<file path="config.mk">
export PLATFORM = sky130hd
export DESIGN_NAME = tw3_ctrl_port
export DESIGN_NICKNAME = d
export VERILOG_FILES = /design/src/rtl/tw3_pkg.sv /design/src/rtl/tw3_sync.sv /design/src/rtl/tw3_arm.sv /design/src/rtl/tw3_shifter.sv /design/src/rtl/tw3_regfile.sv /design/src/rtl/tw3_ctrl_port.sv
export SDC_FILE = /design/constraint.sdc
export NUM_CORES = 1
export LEC_CHECK = 0
export BUFFER_PORTS_ARGS = -buffer_cell sky130_fd_sc_hd__buf_4
export CAP_MARGIN = 20
export CORE_MARGIN = 5
export CORE_UTILIZATION = 44
export CTS_BUF_LIST = sky130_fd_sc_hd__clkbuf_4 sky130_fd_sc_hd__clkbuf_8
export DETAILED_ROUTE_END_ITERATION = 12
export GPL_ROUTABILITY_DRIVEN = 0
export PLACE_DENSITY_LB_ADDON = 0.25
export SYNTH_ARGS = -nofsm -noshare
export SYNTH_HDL_FRONTEND = slang
export SYNTH_HIERARCHICAL = 1
export SYNTH_SLANG_ARGS = --single-unit
</file>
<file path="constraint.sdc">
create_clock -name clk -period 4.8 [get_ports clk]
set_input_delay 0.48 -clock clk [delete_from_list [all_inputs] [get_ports clk]]
set_output_delay 0.48 -clock clk [all_outputs]
set_load 0.1 [all_outputs]
</file>
<file path="src/rtl/tw3_pkg.sv">
package tw3_pkg;
  localparam int BYTE_W = 8;

  typedef enum logic [1:0] {
    SUB_WR  = 2'b00,
    SUB_RD  = 2'b01,
    SUB_PTR = 2'b10,
    SUB_ST  = 2'b11
  } sub_e;

  function automatic logic dev_match(input logic [BYTE_W-1:0] b, input logic [5:0] id);
    return b[BYTE_W-1:2] == id;
  endfunction

  function automatic sub_e sub_code(input logic [BYTE_W-1:0] b);
    return sub_e'(b[1:0]);
  endfunction

  function automatic logic [BYTE_W-1:0] reg_default(input int unsigned idx);
    logic [BYTE_W-1:0] prod;
    prod = BYTE_W'(idx * 19);
    return prod ^ 8'hA5;
  endfunction
endpackage

</file>
<file path="src/rtl/tw3_sync.sv">
module tw3_sync #(
  parameter int WIDTH  = 3,
  parameter int STAGES = 2
) (
  input  logic             clk,
  input  logic [WIDTH-1:0] d,
  output logic [WIDTH-1:0] q
);
  logic [WIDTH-1:0] pipe [STAGES];

  always_ff @(posedge clk) pipe[0] <= d;

  for (genvar s = 1; s < STAGES; s++) begin : g_stage
    always_ff @(posedge clk) pipe[s] <= pipe[s-1];
  end

  assign q = pipe[STAGES-1];
endmodule

</file>
<file path="src/rtl/tw3_arm.sv">
module tw3_arm (
  input  logic clk,
  input  logic rst_n,
  input  logic mode_s,
  input  logic clk_s,
  output logic two_wire,
  output logic armed
);
  typedef enum logic [1:0] {WAIT_HI, WAIT_LO, READY} arm_e;
  arm_e state;

  always_ff @(posedge clk) begin
    if (!rst_n) begin
      two_wire <= mode_s;
      state    <= WAIT_HI;
    end else if (!two_wire && clk_s) begin
      case (state)
        WAIT_HI: if (mode_s)  state <= WAIT_LO;
        WAIT_LO: if (!mode_s) state <= READY;
        default: state <= READY;
      endcase
    end
  end

  assign armed = (state == READY);

  a_r1_two_wire_idle: assert property (@(posedge clk) disable iff (!rst_n)
    two_wire |-> !armed);
endmodule

</file>
<file path="src/rtl/tw3_shifter.sv">
module tw3_shifter #(
  parameter int BYTE_W = 8,
  localparam int CNT_W = $clog2(BYTE_W)
) (
  input  logic              clk,
  input  logic              rst_n,
  input  logic              clear,
  input  logic              rise,
  input  logic              din_s,
  output logic [CNT_W-1:0]  bit_cnt,
  output logic              byte_done,
  output logic [BYTE_W-1:0] byte_val
);
  always_ff @(posedge clk) begin
    if (!rst_n) begin
      bit_cnt   <= '0;
      byte_done <= 1'b0;
      byte_val  <= '0;
    end else if (clear) begin
      bit_cnt   <= '0;
      byte_done <= 1'b0;
    end else begin
      byte_done <= rise && (bit_cnt == CNT_W'(BYTE_W-1));
      if (rise) begin
        byte_val <= {din_s, byte_val[BYTE_W-1:1]};
        bit_cnt  <= (bit_cnt == CNT_W'(BYTE_W-1)) ? '0 : bit_cnt + 1'b1;
      end
    end
  end

  a_r3_done_after_rise: assert property (@(posedge clk) disable iff (!rst_n)
    byte_done |-> $past(rise));
endmodule

</file>
<file path="src/rtl/tw3_regfile.sv">
module tw3_regfile #(
  parameter int PTR_W  = 4,
  parameter int BYTE_W = 8,
  localparam int NREG  = 1 << PTR_W
) (
  input  logic              clk,
  input  logic              rst_n,
  input  logic              we,
  input  logic [PTR_W-1:0]  waddr,
  input  logic [BYTE_W-1:0] wdata,
  input  logic [PTR_W-1:0]  raddr,
  output logic [BYTE_W-1:0] rdata
);
  logic [BYTE_W-1:0] regs [NREG];

  for (genvar i = 0; i < NREG; i++) begin : g_reg
    always_ff @(posedge clk) begin
      if (!rst_n)
        regs[i] <= tw3_pkg::reg_default(i);
      else if (we && waddr == PTR_W'(i))
        regs[i] <= wdata;
    end
  end

  assign rdata = regs[raddr];
endmodule

</file>
<file path="src/rtl/tw3_ctrl_port.sv">
module tw3_ctrl_port #(
  parameter int         PTR_W       = 4,
  parameter int         SYNC_STAGES = 2,
  parameter logic [5:0] DEV_ID      = 6'b011000
) (
  input  logic       clk,
  input  logic       rst_n,
  input  logic       cb_mode,
  input  logic       cb_clk,
  input  logic       cb_din,
  output logic       cb_dout,
  output logic       cb_oe,
  input  logic [7:0] status_in,
  output logic       two_wire_sel,
  output logic       port_armed,
  output logic       reg_wr_stb,
  output logic [3:0] reg_wr_addr,
  output logic [7:0] reg_wr_data
);
  import tw3_pkg::*;
  localparam int CNT_W = $clog2(BYTE_W);

  logic [2:0] sync_q;
  logic mode_s, clk_s, din_s;
  logic mode_d, clk_d;
  logic rise, fall, mode_edge;

  tw3_sync #(.WIDTH(3), .STAGES(SYNC_STAGES)) u_sync (
    .clk(clk), .d({cb_mode, cb_clk, cb_din}), .q(sync_q));
  assign {mode_s, clk_s, din_s} = sync_q;

  always_ff @(posedge clk) begin
    mode_d <= mode_s;
    clk_d  <= clk_s;
  end

  assign rise      = clk_s && !clk_d;
  assign fall      = !clk_s && clk_d;
  assign mode_edge = mode_s ^ mode_d;

  tw3_arm u_arm (
    .clk(clk), .rst_n(rst_n), .mode_s(mode_s), .clk_s(clk_s),
    .two_wire(two_wire_sel), .armed(port_armed));

  logic [CNT_W-1:0]  bit_cnt;
  logic              byte_done;
  logic [BYTE_W-1:0] byte_val;

  tw3_shifter #(.BYTE_W(BYTE_W)) u_shift (
    .clk(clk), .rst_n(rst_n), .clear(!port_armed || mode_edge),
    .rise(rise), .din_s(din_s), .bit_cnt(bit_cnt),
    .byte_done(byte_done), .byte_val(byte_val));

  logic              sel_q;
  sub_e              sub_q;
  logic [PTR_W-1:0]  ptr_q;
  logic              stat_done;
  logic [BYTE_W-1:0] tx_hold;
  logic              dout_q;
  logic [BYTE_W-1:0] rd_data;
  logic              addr_done, data_done, drive_phase;
  logic [BYTE_W-1:0] tx_src;

  assign addr_done   = byte_done && !mode_s;
  assign data_done   = byte_done && mode_s && sel_q;
  assign drive_phase = port_armed && mode_s && sel_q &&
                       (sub_q == SUB_RD || (sub_q == SUB_ST && !stat_done));
  assign tx_src      = (sub_q == SUB_RD) ? rd_data : status_in;
  assign reg_wr_stb  = data_done && sub_q == SUB_WR;

  tw3_regfile #(.PTR_W(PTR_W), .BYTE_W(BYTE_W)) u_regs (
    .clk(clk), .rst_n(rst_n), .we(reg_wr_stb), .waddr(ptr_q),
    .wdata(byte_val), .raddr(ptr_q), .rdata(rd_data));

  function automatic logic [PTR_W-1:0] ptr_next(input logic [PTR_W-1:0] p);
    return p + 1'b1;
  endfunction

  always_ff @(posedge clk) begin
    if (!rst_n) begin
      sel_q     <= 1'b0;
      sub_q     <= SUB_WR;
      ptr_q     <= '0;
      stat_done <= 1'b0;
      tx_hold   <= '0;
      dout_q    <= 1'b0;
    end else begin
      if (addr_done) begin
        sel_q     <= dev_match(byte_val, DEV_ID);
        sub_q     <= sub_code(byte_val);
        stat_done <= 1'b0;
      end else if (data_done) begin
        case (sub_q)
          SUB_WR, SUB_RD: ptr_q     <= ptr_next(ptr_q);
          SUB_PTR:        ptr_q     <= byte_val[PTR_W-1:0];
          default:        stat_done <= 1'b1;
        endcase
      end
      if (fall && drive_phase) begin
        if (bit_cnt == '0) begin
          tx_hold <= tx_src;
          dout_q  <= tx_src[0];
        end else begin
          dout_q  <= tx_hold[bit_cnt];
        end
      end
    end
  end

  assign cb_oe       = drive_phase;
  assign cb_dout     = dout_q;
  assign reg_wr_addr = 4'(ptr_q);
  assign reg_wr_data = byte_val;

  a_r2_quiet_unarmed: assert property (@(posedge clk) disable iff (!rst_n)
    !port_armed |-> !cb_oe);
  a_r5_drive_mode_high: assert property (@(posedge clk) disable iff (!rst_n)
    cb_oe |-> mode_s);
  a_r8_write_needs_select: assert property (@(posedge clk) disable iff (!rst_n)
    reg_wr_stb |-> (sel_q && sub_q == SUB_WR && port_armed));
  a_r4_ptr_advance: assert property (@(posedge clk) disable iff (!rst_n)
    reg_wr_stb |=> ptr_q == ptr_next($past(ptr_q)));
endmodule

</file>
==> results.py, run 1 <==
metrics = {
    "clocking": {
        "cts_tree": "built",
        "cts_sinks": 168,
        "htree_levels": 4,
        "ctsHoldBuffers": 0,
        "path_clk_slew_ps": 90,
        "clkLatencyLatePin_ps": 450,
        "numCtsBuffers": 17,
        "clock_path_buffers": 2,
        "post_cts_buffers": 0,
        "cts_resized": 0,
        "root_buffer": "clkbuf_8",
    },
    "yosys": {
        "syn_inst": 569,
        "synth_nets": 585,
        "synthMostInstantiatedCell": "edfxtp_1",
        "synthTopCellsByArea": "edfxtp_1, dfxtp_1, mux4_1",
        "syn_avg_cell_area_um2": 13.8,
        "synth-edff-count": 129,
        "synthTopCellsByCount": "edfxtp_1, and2_1, or3_1",
        "yosys_warnings": 6,
        "synth_cell_types": 56,
        "ys_ff_latch": 168,
        "netlist.area_leader.share_pct": 49.3,
        "netlist_area_um2": 7860,
        "yosysSeqAreaShare_pct": 59.2,
        "yosys.area.top_type": "edfxtp_1",
        "ys.flop_type": "edfxtp_1",
        "postSynth.asyncResetShare_pct": 0,
    },
    "timing": {
        "rsz0062_at_grt": "false",
        "worst_pin_slew_ps": 1140,
        "finClkSkew_ps": 13.7,
        "finalCritPeriodShare_pct": 60.2,
        "maxSlewViolCount": 0,
        "fin_tns_setup_ps": 0,
        "setup_violations": 0,
        "whs_ps": 125,
        "maxSlewHeadroom_pct": 23.4,
        "min_period_ps": 2890,
        "hold_viol": 0,
        "max_freq_mhz": 346,
    },
    "grt": {
        "grt_pass1_vias": 4724,
        "antenna_found_initial": 0,
        "grt_pass1_wl_um": 27700,
        "grt_usage_pct": 18.2,
        "grt_max_degree": 50,
        "grt_overflow": 0,
    },
    "floorplanning": {
        "die_height_um": 144,
        "chipWidth_um": 144,
        "rows": 48,
        "die_area_um2": 20600,
        "coreArea_um2": 17400,
        "initial_utilization_pct": 45.1,
        "ios": 30,
    },
    "power_and_ir_drop": {
        "cellLeakagePower_uw": 0.00266,
        "power_density_nw_per_um2": 314,
        "irDropWorstVdd_v": 0.000203,
    },
    "routing": {
        "drtPass1Iterations": 5,
        "postRouteWirelength_um": 18100,
        "dr_total_vias": 4735,
        "route.detailed.drc": 0,
        "wire_per_inst_um": 21.9,
        "ant_nets": 0,
        "drt_iter0_drc": 412,
        "via_per_inst": 5.72,
    },
    "critical_path": {
        "critPathMaxStageDelay_ps": 840,
        "required_ps": 4870,
        "path_buf_inv": 1,
        "worstSetupPathType": "reg -> reg",
        "crit_slowest_cell": "o21ai_0",
        "arrival_ps": 2960,
        "rrSetupSlack_ps": 1910,
        "critPathLaunchType": "flop",
        "crit_family": "simple AND/OR/NAND/NOR gates",
        "cp-end-kind": "flop",
        "crit_path_max_fanout": 9,
        "crit_path_cell_trace": "nand3_1, nor3_1, clkbuf_4, or3b_1, o21ai_0",
    },
    "final_layout": {
        "diodes": 0,
        "nets": 606,
        "fillers": 1515,
        "final_util_pct": 49.4,
        "area_growth_pct": 9.37,
        "final_layout_size_suffix_gt1_share_pct": 17.4,
    },
    "worst_hold_path": {
        "timing.hold.worst.class": "in -> reg",
    },
    "place": {
        "portBuffers": 29,
        "dp_hpwl_um": 11800,
    },
    "status": {
        "status": "finished clean",
    },
    "flow_run": {
        "max_cap_viol_count": 0,
    },
}
power by group:
| part | switching, µW | total [µW] | internal, µW |
|---|---|---|---|
| clock | 502 | 1030 | 524 |
| combinational | 44.0 | 71.7 | 27.7 |
| sequential | 14.0 | 1600 | 1590 |
sequential cells by signal, indices dropped and copies added (netlist names), 2 cells and up:
register	cells
sub_q	2
u_regs/regs	128
u_shift/byte_val	8
u_arm/state	2
u_shift/bit_cnt	3
u_sync/pipe	6
tx_hold	8
reg_wr_addr	4
cells by family after synthesis:
family / synth area share (%)
and+or+nand+nor: 18.0
DFF: 59.2
AOI/OAI and AO/OA: 5.24
muxes: 13.2
buffers and inverters: 3.77
adders and majority gates: 0.478
xor gates and xnor gates: 0.111
worst register-to-register path: stages (launching register included):
cell and delay (ps):
dfxtp_1 530, nand3_1 210, nor3_1 240, clkbuf_4 270
or3b_1 440, o21ai_0 840
final timing paths:
path	startpoint	end	cells past startpoint
max reg2reg	u_sync/pipe[0][5]	u_regs/regs[1][3]	5
min reg2reg	u_sync/pipe[0][0]	u_sync/pipe[0][3]	0
max	u_sync/pipe[0][5]	u_regs/regs[1][3]	5
min	cb_din	u_sync/pipe[0][0]	1
per-layer routing:
layer	vias to the layer above	part of all wire [%]	track usage [%]
li1	2198	-	-
met1	2365	44	24.4
met2	156	49	29.3
met3	16	5.4	4.13
met4	0	1.6	6.59
met5	-	0	0
cell usage in the layout (no fill, tap or decap), types with 16 or more instances in the layout:
cell type,synthesis,layout
edfxtp_1,129,129
and2_1,65,65
or3_1,65,65
buf_4,4,39
dfxtp_1,39,38
nor2_1,24,24
mux2i_1,22,22
nand2_1,21,21
o21ai_0,20,20
nor2b_1,18,18
mux4_1,17,17
clkbuf_8,1,17
mux4_2,16,16
a22oi_1,16,16
stage by stage:
stage | cell area [µm²] | instances | total power, µW | worst slack, ps
after floorplan | 7860 | 569 | 1670 | 265
final | 8600 | 828 | 2700 | 1910
after CTS | 8560 | 822 | 2720 | 1370
after global placement | 8140 | 787 | 1700 | 1400
after detailed placement | 8160 | 790 | 1710 | 1400
after global routing | 8600 | 828 | 2790 | 1690
layout make-up:
class / instances / area [µm²] / share of cell area, %
tap: 225 / 282 / 3.27
sequential: 168 / 4660 / 54.1
clock inverter: 13 / 154 / 1.79
timing repair buffer: 46 / 333 / 3.87
multi-input combinational: 353 / 2910 / 33.8
clock buffer: 19 / 249 / 2.90
inverter: 4 / 15.0 / 0.175
Note: power is estimated with default switching activity, not from simulation.
==> inputs of run 2 (changes only) <==
clock period = 2.9 ns   (was 4.8 ns; I/O delays follow)
==> run 2 against run 1 <==
  * Setup slack worse by 1500 ps
  * Count of clock-buffer cells in the layout unchanged
  * Clock skew down 2.6 ps
  * Largest power group unchanged
  * Global-route usage is 1.0 points higher
  * Fmax increased by 14%
  * Core utilization grew 1.1 points
  * Sequential cell count is the same
  * Largest cell class unchanged
  * Combinational power increased by 95%
  * Critical endpoint is now tx_hold[3]
  * Via count up 2.1%
==> results.py, run 2 (synthesis results as in run 1) <==
metrics = {
    "final_layout": {
        "fillers": 1534,
        "fin_area_um2": 8790,
        "largest_reg_flops": 128,
        "final_layout_size_suffix_gt1_share_pct": 20.7,
        "diodes": 0,
        "reg_top3": "u_regs/regs (128), tx_hold (8), u_shift/byte_val (8)",
        "top_register": "u_regs/regs",
        "nets": 631,
        "register_area_um2": 4660,
        "final_common_cell": "edfxtp_1",
        "multiInputGateArea_um2": 2930,
        "final_cell_mix": "edfxtp_1, buf_4, and2_1, or3_1, dfxtp_1",
        "area_growth_pct": 11.8,
    },
    "floorplanning": {
        "rows": 48,
        "die_area_um2": 20600,
        "coreArea_um2": 17400,
        "die_height_um": 144,
        "ios": 30,
        "chipWidth_um": 144,
        "initial_utilization_pct": 45.1,
    },
    "timing": {
        "maxSlewViolCount": 0,
        "worst_pin_slew_ps": 945,
        "rsz0062_at_grt": "false",
        "hold_viol": 0,
        "fin_tns_setup_ps": 0,
        "max_freq_mhz": 394,
        "finClkSkew_ps": 11.1,
        "min_period_ps": 2540,
        "setup_violations": 0,
        "finalCritPeriodShare_pct": 87.4,
        "maxSlewHeadroom_pct": 36.9,
    },
    "place": {
        "dp_hpwl_um": 12700,
        "placed_cell_area_um2": 8390,
        "portBuffers": 29,
    },
    "critical_path": {
        "timing.rr.start": "reg_wr_addr[0]",
        "required_ps": 3260,
        "critPathLaunchType": "flop",
        "r2r_cells": 7,
        "crit_path_max_fanout": 21,
        "rrSetupSlack_ps": 360,
        "r2r-end": "tx_hold[3]",
        "worstSetupPathType": "reg -> reg",
        "worstSetupStartpoint": "reg_wr_addr[0]",
        "arrival_ps": 2900,
        "cp-end-kind": "flop",
    },
    "routing": {
        "postRouteWirelength_um": 18700,
        "via_per_inst": 5.67,
        "drtPass1Iterations": 7,
        "route.detailed.drc": 0,
        "ant_nets": 0,
        "dr_total_vias": 4836,
        "wire_per_inst_um": 22.0,
        "drt_iter0_drc": 317,
    },
    "status": {
        "status": "finished clean",
    },
    "flow_run": {
        "max_cap_viol_count": 0,
    },
    "clocking": {
        "ctsHoldBuffers": 3,
        "cts_resized": 0,
        "numCtsBuffers": 17,
        "cts_sinks": 168,
        "cts_tree": "built",
        "post_cts_buffers": 0,
        "path_clk_slew_ps": 90,
        "clock_path_buffers": 2,
        "root_buffer": "clkbuf_8",
        "clkLatencyLatePin_ps": 460,
        "htree_levels": 4,
    },
    "worst_hold_path": {
        "worstHoldStart": "status_in[7]",
        "min_path_cells": 4,
        "hold_end": "tx_hold[7]",
        "timing.hold.worst.class": "in -> reg",
    },
    "grt": {
        "grt_max_degree": 39,
        "antenna_found_initial": 0,
        "use_met2_pct": 31.8,
        "grt_usage_pct": 19.2,
        "grt_pass1_wl_um": 28900,
        "busiest_layer": "met2",
        "met1_usage_pct": 25.8,
        "grt_pass1_vias": 4922,
        "grt_overflow": 0,
        "global_route.usage.met3_pct": 4.36,
    },
    "power_and_ir_drop": {
        "p_total_uw": 4370,
        "irDropWorstVdd_v": 0.000412,
        "power_density_nw_per_um2": 497,
        "cellLeakagePower_uw": 0.00275,
    },
}
-- run 2: per-stage QoR --
stage | hold WS (ps) | cells | utilization (%) | setup WS (ps)
floorplan | 310 | 569 | - | -99.9
global placement | 310 | 817 | 48.1 | 463
detailed placement | 313 | 818 | 48.2 | 387
global route | 171 | 853 | 50.5 | 205
CTS | 164 | 853 | 50.5 | 374
finish | 189 | 853 | 50.5 | 365
-- run 2: worst max-delay path by stage --
stage,to,cells after the start,slack (ps)
floorplan,u_regs/regs[1][0],5,-100
global placement,tx_hold[3],7,460
detailed placement,tx_hold[3],7,390
CTS,tx_hold[3],7,370
global route,tx_hold[7],8,210
finish,tx_hold[3],7,360
-- run 2: cell type report --
cell class | count | area share (%)
Clock buffer | 19 | 2.83
Clock inverter | 13 | 1.42
Inverter | 4 | 0.171
Multi-Input combinational cell | 353 | 33.3
Sequential cell | 168 | 53.0
Tap cell | 225 | 3.20
Timing Repair Buffer | 71 | 6.12
-- run 2: power breakdown --
group          switching, µW  internal [µW]
clock network            875            706
logic                   82.5           57.5
registers               17.8           2630
-- run 2: metal layers --
metal | share of wire [%] | up-vias
met5 | 0 | -
met3 | 4.9 | 11
met1 | 43 | 2443
met2 | 51 | 141
li1 | - | 2241
met4 | 0.80 | 0
-- run 2: worst max-delay path, stage by stage, from the launching register on --
cell and delay [ps]:
dfxtp_2 710, buf_4 310, mux4_1 590, a22oi_1 310, nand2_1 110, mux2i_1 160
nand2_1 70, o211a_1 160
==> inputs of run 3 (changes only) <==
BUFFER_PORTS_ARGS = not set   (was -buffer_cell sky130_fd_sc_hd__buf_4)
DONT_BUFFER_PORTS = 1   (was not set)
==> run 3 against run 2 <==
  * Fmax increased by 5.3%
  * Clock skew grew 0.57 ps
  * Count of clock-buffer cells in the layout fell by 2
  * Largest cell class unchanged
==> results.py, run 3 (synthesis results as in run 1) <==
metrics = {
    "status": {
        "status": "finished clean",
    },
    "routing": {
        "drtPass1Iterations": 5,
        "ant_nets": 0,
        "drt_iter0_drc": 371,
        "route.detailed.drc": 0,
        "dr_total_vias": 4744,
        "wire_per_inst_um": 22.4,
        "via_per_inst": 5.79,
        "postRouteWirelength_um": 18400,
    },
    "floorplanning": {
        "chipWidth_um": 144,
        "coreArea_um2": 17400,
        "die_area_um2": 20600,
        "ios": 30,
        "initial_utilization_pct": 45.1,
        "die_height_um": 144,
        "rows": 48,
    },
    "clocking": {
        "clock_path_buffers": 2,
        "cts_sinks": 168,
        "numCtsBuffers": 17,
        "root_buffer": "clkbuf_8",
        "htree_levels": 4,
        "clkLatencyLatePin_ps": 450,
        "post_cts_buffers": 0,
        "cts_tree": "built",
        "path_clk_slew_ps": 90,
    },
    "flow_run": {
        "max_cap_viol_count": 0,
    },
    "critical_path": {
        "critPathMaxStageDelay_ps": 650,
        "cp-end-kind": "flop",
        "arrival_ps": 2750,
        "critPathLaunchType": "flop",
        "required_ps": 3250,
        "worstSetupPathType": "reg -> reg",
        "crit_path_max_fanout": 27,
        "crit_top_cell": "nand2_1",
        "crit_path_cell_trace": "buf_4, mux4_1, a22oi_1, nand2_1, mux2i_1, nand2_1, o211a_1",
        "crit_slowest_cell": "dfxtp_4",
        "rrSetupSlack_ps": 490,
    },
    "final_layout": {
        "nets": 597,
        "fin_cells": 819,
        "top_register": "u_regs/regs",
        "reg_top3": "u_regs/regs (128), tx_hold (8), u_shift/byte_val (8)",
        "final_common_cell": "edfxtp_1",
        "area_growth_pct": 8.99,
        "diodes": 0,
        "multiInputGateArea_um2": 2930,
        "largest_reg_flops": 128,
        "fillers": 1532,
        "final_layout_size_suffix_gt1_share_pct": 17.5,
        "register_area_um2": 4670,
        "final_util_pct": 49.2,
        "final_cell_mix": "edfxtp_1, and2_1, or3_1",
    },
    "timing": {
        "finClkSkew_ps": 11.7,
        "min_period_ps": 2410,
        "hold_viol": 0,
        "setup_violations": 0,
        "worst_pin_slew_ps": 1010,
        "max_freq_mhz": 415,
        "maxSlewViolCount": 0,
        "fin_tns_setup_ps": 0,
        "rsz0062_at_grt": "false",
        "maxSlewHeadroom_pct": 32.5,
        "finalCritPeriodShare_pct": 83.0,
    },
    "power_and_ir_drop": {
        "cellLeakagePower_uw": 0.00260,
        "p_total_uw": 4420,
        "irDropWorstVdd_v": 0.000287,
        "power_density_nw_per_um2": 516,
    },
    "grt": {
        "grt_pass1_wl_um": 28300,
        "antenna_found_initial": 0,
        "grt_usage_pct": 18.4,
        "grt_pass1_vias": 4743,
        "grt_overflow": 0,
        "grt_max_degree": 42,
    },
    "place": {
        "dp.cells": 783,
        "portBuffers": 0,
        "dp_hpwl_um": 11900,
    },
    "worst_hold_path": {
        "timing.hold.worst.class": "in -> reg",
    },
}
run 3: area by class of cell:
cell class / count / share of cell area (%)
clock buffer: 17 / 2.73
clock inverter: 15 / 1.81
inverter: 4 / 0.175
multi-input combinational: 353 / 34.2
sequential: 168 / 54.5
tap: 225 / 3.29
timing repair buffer: 37 / 3.36
run 3: path summary, 6_finish.rpt:
check	start	to	cells after the start
setup reg to reg	reg_wr_addr[0]	tx_hold[4]	7
setup / recovery	reg_wr_addr[0]	tx_hold[4]	7
hold / removal	rst_n	cb_dout	2
hold reg to reg	u_sync/pipe[0][0]	u_sync/pipe[0][3]	0
run 3: repair_timing:
| item | 4_1_cts | 5_1_grt |
|---|---|---|
| hold endpoints to repair | 30 | 0 |
| hold buffers | 4 | 0 |
| resized for setup | 0 | 0 |
run 3: worst max-delay path: cells and delay by family, from the launching register on:
kind / cells / cell delay (ps)
multiplexers: 2 / 740
buffers and inverters: 1 / 340
AND/OR/NAND/NOR: 2 / 170
flip-flops: 1 / 650
AO/OA/AOI/OAI: 2 / 380
run 3: routing by layer:
metal	global-route usage (%)	share of wire (%)	vias to the layer above
met2	30.0	50	125
met4	4.36	1.1	0
li1	-	-	2183
met1	25.6	44	2424
met5	0	0	-
met3	3.99	4.5	12
run 3: where the power goes:
part	total (µW)	switching (µW)	internal, µW	leakage (µW)
logic	117	69.9	47.3	0.00103
clock network	1660	940	716	0.000200
registers	2650	23.9	2630	0.00137
run 3: metrics by stage:
stage          cell area [µm²]  worst slack (ps)  hold WS (ps)
5_1_grt                   8570               353          11.2
2_1_floorplan             7880             -99.9           310
3_5_place_dp              8140               496           316
4_1_cts                   8570               485          12.1
3_3_place_gp              8140               515           312
6_report                  8570               492          42.2
